**config.mk**
```make
export PLATFORM = sky130hd
export DESIGN_NAME = accCompareUnit
export DESIGN_NICKNAME = d
export VERILOG_FILES = /design/src/rtl/acc_pkg.sv /design/src/rtl/acc_ctrl.sv /design/src/rtl/acc_shift.sv /design/src/rtl/acc_datapath.sv /design/src/rtl/accCompareUnit.sv
export SDC_FILE = /design/constraint.sdc
export NUM_CORES = 1
export LEC_CHECK = 0
export BUFFER_PORTS_ARGS = -buffer_cell sky130_fd_sc_hd__buf_2
export CAP_MARGIN = 20
export CORE_MARGIN = 2
export CORE_UTILIZATION = 42
export CTS_CLUSTER_SIZE = 14
export DETAILED_ROUTE_END_ITERATION = 10
export GPL_ROUTABILITY_DRIVEN = 0
export PLACE_DENSITY = 0.58
export SETUP_SLACK_MARGIN = 0.5
export SYNTH_ARGS = -nofsm -noshare
export SYNTH_HDL_FRONTEND = slang
export SYNTH_SLANG_ARGS = --single-unit
```
**constraint.sdc**
```tcl
create_clock -name clk -period 1.24 [get_ports clk]
set_input_delay 0.186 -clock clk [delete_from_list [all_inputs] [get_ports clk]]
set_output_delay 0.186 -clock clk [all_outputs]
set_load 0.05 [all_outputs]
```
**src/rtl/acc_pkg.sv**
```systemverilog
package acc_pkg;
  localparam int DataW = 16;
  localparam int OpW   = 5;

  typedef enum logic [2:0] {
    FnLogic, FnCmp, FnUnary, FnArith, FnShift
  } fnSel_e;

  typedef enum logic [2:0] {
    RelEq, RelNe, RelGe, RelGt, RelLe, RelLt
  } rel_e;

  typedef struct packed {
    fnSel_e     fn;
    logic [1:0] sub;
    rel_e       rel;
    logic       isSigned;
    logic       useImm;
    logic       shiftImm;
    logic       load;
  } ctrl_t;
endpackage

```
**src/rtl/acc_ctrl.sv**
```systemverilog
module acc_ctrl
  import acc_pkg::*;
#(
  parameter int OpWidth = OpW
) (
  input  logic [OpWidth-1:0] opCode,
  input  logic               enable,
  output ctrl_t              ctrl
);
  always_comb begin
    ctrl          = '0;
    ctrl.fn       = FnLogic;
    ctrl.rel      = RelEq;
    ctrl.load     = enable;
    case (opCode)
      5'd0, 5'd1, 5'd2: begin
        ctrl.fn  = FnLogic;
        ctrl.sub = opCode[1:0];
      end
      5'd3, 5'd4, 5'd5, 5'd6, 5'd7, 5'd8: begin
        ctrl.fn       = FnCmp;
        ctrl.isSigned = 1'b1;
        ctrl.rel      = rel_e'(3'(opCode - 5'd3));
      end
      5'd9:  begin ctrl.fn = FnCmp; ctrl.rel = RelGe; end
      5'd10: begin ctrl.fn = FnCmp; ctrl.rel = RelGt; end
      5'd11: begin ctrl.fn = FnCmp; ctrl.rel = RelLe; end
      5'd12: begin ctrl.fn = FnCmp; ctrl.rel = RelLt; end
      5'd13, 5'd14, 5'd15: begin
        ctrl.fn  = FnUnary;
        ctrl.sub = 2'(opCode - 5'd13);
      end
      5'd16, 5'd17: begin
        ctrl.fn  = FnArith;
        ctrl.sub = {1'b0, opCode[0]};
      end
      5'd18, 5'd19, 5'd20: begin
        ctrl.fn  = FnShift;
        ctrl.sub = 2'(opCode - 5'd18);
      end
      5'd21, 5'd22, 5'd23: begin
        ctrl.fn       = FnShift;
        ctrl.sub      = 2'(opCode - 5'd21);
        ctrl.shiftImm = 1'b1;
      end
      5'd24, 5'd25, 5'd26: begin
        ctrl.fn     = FnLogic;
        ctrl.sub    = 2'(opCode - 5'd24);
        ctrl.useImm = 1'b1;
      end
      5'd27, 5'd28, 5'd29: begin
        ctrl.fn       = FnCmp;
        ctrl.isSigned = 1'b1;
        ctrl.useImm   = 1'b1;
        ctrl.rel      = rel_e'(3'(opCode - 5'd27));
      end
      5'd30: begin
        ctrl.fn = FnCmp; ctrl.isSigned = 1'b1; ctrl.useImm = 1'b1; ctrl.rel = RelLt;
      end
      default: begin
        ctrl.fn = FnCmp; ctrl.useImm = 1'b1; ctrl.rel = RelLt;
      end
    endcase
  end

  // codes 0..2 never select a compare
  always_comb begin
    if (opCode <= 5'd2) a_logic_sel_r3: assert (ctrl.fn == FnLogic);
  end
endmodule

```
**src/rtl/acc_shift.sv**
```systemverilog
module acc_shift #(
  parameter int Width = 16,
  parameter int CntW  = 16
) (
  input  logic [Width-1:0] value,
  input  logic [CntW-1:0]  count,
  input  logic [1:0]       kind,
  output logic [Width-1:0] shifted
);
  localparam int StageN = $clog2(Width);

  logic big;
  logic fill;
  logic [Width-1:0] stage [StageN+1];

  assign big  = |count[CntW-1:StageN];
  assign fill = (kind == 2'd1) ? value[Width-1] : 1'b0;
  assign stage[0] = value;

  for (genvar s = 0; s < StageN; s++) begin : g_stage
    localparam int Amt = 1 << s;
    always_comb begin
      if (!count[s])
        stage[s+1] = stage[s];
      else if (kind == 2'd0)
        stage[s+1] = {stage[s][Width-1-Amt:0], {Amt{1'b0}}};
      else
        stage[s+1] = {{Amt{fill}}, stage[s][Width-1:Amt]};
    end
  end

  assign shifted = big ? {Width{fill}} : stage[StageN];
endmodule

```
**src/rtl/acc_datapath.sv**
```systemverilog
module acc_datapath
  import acc_pkg::*;
#(
  parameter int Width = DataW
) (
  input  logic             clk,
  input  logic             rstN,
  input  ctrl_t            ctrl,
  input  logic [Width-1:0] leftOp,
  input  logic [Width-1:0] rightOp,
  input  logic [Width-1:0] immOp,
  output logic [Width-1:0] result
);
  localparam int ImmCntW = 8;

  logic [Width-1:0] opA, opB, nextVal, logicVal, unaryVal, arithVal, shiftVal;
  logic [Width-1:0] shiftIn, shiftCnt;
  logic eq, ltS, ltU, lt, relTrue;

  assign opA = ctrl.useImm ? rightOp : leftOp;
  assign opB = ctrl.useImm ? immOp   : rightOp;

  always_comb begin
    case (ctrl.sub)
      2'd0:    logicVal = opA & opB;
      2'd1:    logicVal = opA | opB;
      default: logicVal = opA ^ opB;
    endcase
  end

  assign eq  = (opA == opB);
  assign ltS = ($signed(opA) < $signed(opB));
  assign ltU = (opA < opB);
  assign lt  = ctrl.isSigned ? ltS : ltU;

  always_comb begin
    case (ctrl.rel)
      RelEq:   relTrue = eq;
      RelNe:   relTrue = !eq;
      RelGe:   relTrue = !lt;
      RelGt:   relTrue = !lt && !eq;
      RelLe:   relTrue = lt || eq;
      default: relTrue = lt;
    endcase
  end

  always_comb begin
    case (ctrl.sub)
      2'd0:    unaryVal = {Width{rightOp == '0}};
      2'd1:    unaryVal = '0 - rightOp;
      default: unaryVal = ~rightOp;
    endcase
  end

  assign arithVal = ctrl.sub[0] ? (leftOp - rightOp) : (leftOp + rightOp);

  assign shiftIn  = ctrl.shiftImm ? rightOp : leftOp;
  assign shiftCnt = ctrl.shiftImm ? {{(Width-ImmCntW){1'b0}}, immOp[ImmCntW-1:0]} : rightOp;

  acc_shift #(.Width(Width), .CntW(Width)) u_shift (
    .value(shiftIn), .count(shiftCnt), .kind(ctrl.sub), .shifted(shiftVal)
  );

  always_comb begin
    case (ctrl.fn)
      FnLogic: nextVal = logicVal;
      FnCmp:   nextVal = {Width{relTrue}};
      FnUnary: nextVal = unaryVal;
      FnArith: nextVal = arithVal;
      default: nextVal = shiftVal;
    endcase
  end

  always_ff @(posedge clk or negedge rstN) begin
    if (!rstN)          result <= '0;
    else if (ctrl.load) result <= nextVal;
  end

  // no load means no change
  p_hold_r2: assert property (@(posedge clk) disable iff (!rstN)
    !ctrl.load |=> $stable(result));
  // a compare writes a full mask
  p_mask_r4: assert property (@(posedge clk) disable iff (!rstN)
    (ctrl.load && ctrl.fn == FnCmp) |=> (result == '0 || result == '1));
  // complement of zero is all ones
  p_not_zero_r6: assert property (@(posedge clk) disable iff (!rstN)
    (ctrl.load && ctrl.fn == FnUnary && ctrl.sub == 2'd2 && rightOp == '0) |=> (result == '1));
  // logical shift by a huge count clears
  p_big_shift_r8: assert property (@(posedge clk) disable iff (!rstN)
    (ctrl.load && ctrl.fn == FnShift && !ctrl.shiftImm && ctrl.sub != 2'd1
     && rightOp >= Width) |=> (result == '0));
endmodule

```
**src/rtl/accCompareUnit.sv**
```systemverilog
module accCompareUnit
  import acc_pkg::*;
#(
  parameter int Width = DataW
) (
  input  logic             clk,
  input  logic             rstN,
  input  logic             enable,
  input  logic [OpW-1:0]   opCode,
  input  logic [Width-1:0] leftOp,
  input  logic [Width-1:0] rightOp,
  input  logic [Width-1:0] immOp,
  output logic [Width-1:0] result
);
  ctrl_t ctrl;

  acc_ctrl #(.OpWidth(OpW)) u_ctrl (
    .opCode(opCode), .enable(enable), .ctrl(ctrl)
  );

  acc_datapath #(.Width(Width)) u_dp (
    .clk(clk), .rstN(rstN), .ctrl(ctrl),
    .leftOp(leftOp), .rightOp(rightOp), .immOp(immOp), .result(result)
  );

  // reset clears the result
  p_reset_r1: assert property (@(posedge clk) !rstN |=> (result == '0));
endmodule

```
==> impl_metrics.env <==
export IMPL_clock_path_buffers=2
export IMPL_grt_max_degree=44
export IMPL_reg_largest_list="u_dp.result (16)"
export IMPL_synth_area_mux_share_pct=9.85
export IMPL_yosys_warnings=0
export IMPL_status="complete, but fails checks"
export IMPL_post_route_period_util_pct=305
export IMPL_p_leak_nw=4.95
export IMPL_synthAdderAreaFrac_pct=12.4
export IMPL_final_max_slew_viol_count=0
export IMPL_synth_top_family_by_area="compound AO/OA/AOI/OAI gates"
export IMPL_grt_overflow=0
export IMPL_drt_pass1_iterations=7
export IMPL_hold_viol_final=0
export IMPL_synth_fp_nets=1131
export IMPL_wl_per_cell_um=22.1
export IMPL_synth_xor_area_share_pct=3.73
export IMPL_vias=9863
export IMPL_ys_seq_elements=16
export IMPL_dp_cells=1548
export IMPL_syn_to_final_growth_pct=56.7
export IMPL_stdcell_count=1569
export IMPL_via_per_inst=6.29
export IMPL_switching_share_pct=48.0
export IMPL_slew_headroom_pct=57.8
export IMPL_drive_gt1_share_pct=43.1
export IMPL_cts_buffers=3
export IMPL_synth_compound_area_share_pct=34.9
export IMPL_crit_required_ns=1.39
export IMPL_p_int_mw=4.71
export IMPL_io_pins=72
export IMPL_synth_edf_count=0
export IMPL_netlist_instances=1006
export IMPL_combPwrFrac_pct=82.8
export IMPL_die_h_um=133
export IMPL_rsz0062_at_grt="yes"
export IMPL_fin_crit_ns=3.78
export IMPL_clkPwrFrac_pct=8.0
export IMPL_grt_pass1_vias=9643
export IMPL_n_antenna_cell=0
export IMPL_grt_antenna_before_repair=1
export IMPL_power_density_nw_per_um2=824
export IMPL_path_max_fanout=6
export IMPL_p_sw_mw=4.35
export IMPL_post_place_ws_ns=-3.05
export IMPL_grt_usage_pct=38.4
export IMPL_drc=0
export IMPL_wl_um=34700
export IMPL_cts_sinks=16
export IMPL_finalClockSkew_ns=0
export IMPL_nNetsFinal=1475
export IMPL_ir_worst_vdd_uv=750
export IMPL_rows=47
export IMPL_core_area_sq_um=16500
export IMPL_die_area_sq_um=17700
export IMPL_arrival_ns=3.93
export IMPL_maxCapViolations=0
export IMPL_end_kind="flop"
export IMPL_htree_levels=1
export IMPL_power_total_mw=9.05
export IMPL_seqPwrFrac_pct=9.3
export IMPL_final_util_pct=66.7
export IMPL_syn_avg_cell_area_sq_um=6.97
export IMPL_ant_nets=0
export IMPL_worst_pin_slew_ns=0.625
export IMPL_synth_ff_type="dfrtp_1"
export IMPL_synth_area_sq_um=7010
export IMPL_hpwl_um=26900
export IMPL_clk_latency_ns=0.25
export IMPL_port_buffers=71
export IMPL_yosys_area_share_simple_pct=24.0
export IMPL_drt_iter0_drc=1287
export IMPL_final_cell_mix="buf_4 (340), nor2_1 (98), nand2_1 (75)"
export IMPL_violations="setup timing"
export IMPL_die_width_um=133
export IMPL_start_util_pct=42.6
export IMPL_crit_path_start_kind="primary input"
export IMPL_async_flop_share_pct=100
export IMPL_yosys_cell_types_count=89
export IMPL_setup_violations=16
export IMPL_tritoncts="built"
export IMPL_grt_pass1_wl_um=53700
export IMPL_final_common_cell="buf_4"
export IMPL_hp_class="primary input to flop"
export IMPL_timing_final_ws_setup_ns=-2.54
export IMPL_clk_pin_slew_ns=0.05
export IMPL_largest_register_ffs=16
export IMPL_worstSetupPathType="primary input to flop"
export IMPL_whs_ns=0.288
export IMPL_clock_fmax_ghz=0.265
export IMPL_top_register="u_dp.result"
export IMPL_ys_seq_area_share_pct=5.71
export IMPL_root_buffer="clkbuf_16"
synthesized netlist by cell type (all sizes together) (12+ instances only):
cell    number  area share (%)
a21oi       64             4.7
a31oi       27             2.6
o21ai       58             4.1
a211oi      33             3.6
dfrtp       16             5.7
nor4        18             1.6
clkbuf      45             2.4
nor3        27             2.3
a21o        13             1.4
ha          68              12
xnor2       20             2.5
a221oi      27             3.6
or3         19             1.8
nand2b      20             1.8
nor2b       15             1.3
inv         54             2.9
o22ai       13             1.2
o211ai      12             1.3
buf         47             4.0
o31ai       18             2.2
mux2i       24             3.4
mux2        38             6.1
nand3       20             1.4
nand2       76             4.2
nor2       105             6.0
path summary, 6_finish.rpt:
kind | start | endpoint | slack (ns) | cells after the start
max reg2reg | u_dp.result[2]$_DFFE_PN0P_ | u_dp.result[2]$_DFFE_PN0P_ | -0.10 | 6
min in group asynchronous | rstN | u_dp.result[2]$_DFFE_PN0P_ | 0.36 | 2
max | opCode[0] | u_dp.result[14]$_DFFE_PN0P_ | -2.54 | 21
max in group asynchronous | rstN | u_dp.result[4]$_DFFE_PN0P_ | 0.66 | 2
min | enable | u_dp.result[12]$_DFFE_PN0P_ | 0.29 | 3
min reg2reg | u_dp.result[12]$_DFFE_PN0P_ | u_dp.result[12]$_DFFE_PN0P_ | 0.60 | 2
per-layer routing:
| layer | part of all wire [%] | up-vias | track usage [%] |
|---|---|---|---|
| met5 | 0.040 | - | 0 |
| met4 | 6.5 | 2 | 21.9 |
| met3 | 13 | 154 | 9.51 |
| met2 | 42 | 667 | 57.9 |
| met1 | 39 | 4583 | 50.0 |
| li1 | - | 4457 | - |
power by group through the flow:
| stage | sequential (mW) | combinational (mW) | clock (mW) |
|---|---|---|---|
| finish | 0.838 | 7.49 | 0.723 |
| global route | 0.849 | 7.92 | 0.741 |
| CTS | 0.834 | 7.16 | 0.711 |
| detailed placement | 0.779 | 6.32 | 0 |
| global placement | 0.776 | 6.25 | 0 |
| floorplan | 1.29 | 3.20 | 0 |
stage by stage:
step                      area, sq um  TNS, ns
after floorplan                  7380   -38.57
final                           11000   -39.55
after detailed placement        10100   -47.02
after global placement          10100   -46.40
after global routing            11000   -41.45
after CTS                       10900   -39.52
timing repair:
action                                  4_1_cts  5_1_grt
buffers inserted                              9        4
cloned                                        3        0
pin swaps                                    26        3
hold buffers                                  1        0
gates resized for setup                     108       16
endpoints found under the setup margin       32       47
hold endpoints to repair                     16        0
cell families after synthesis:
logic type	Yosys count
buffers and inverters	147
adders and majority gates	69
muxes	63
and+or+nand+nor	336
xor gates and xnor gates	29
AOI/OAI and AO/OA	346
DFF	16
worst max-delay path, stage by stage:
cell and delay, ns:
buf_12 0.11, inv_16 0.03, ha_4 0.14, or3_4 0.41
o21ai_4 0.18, buf_6 0.13, buf_12 0.11, buf_16 0.13
nor2_4 0.03, a21o_1 0.19, ha_4 0.31, nor2_1 0.06
a221oi_2 0.22, o211ai_1 0.16, a221oi_2 0.37, xnor2_2 0.18
mux2i_4 0.32, a21oi_2 0.10, buf_6 0.15, and2_4 0.19
a311oi_2 0.21
final cells by class:
cell class                 count  area (sq um)
multi-input combinational    843          6530
fill                        1410          5480
timing repair buffer         431          3430
sequential                    16           419
tap                          220           275
inverter                      55           235
clock buffer                   4          88.8
No activity file was read; power rests on OpenSTA's default activity.
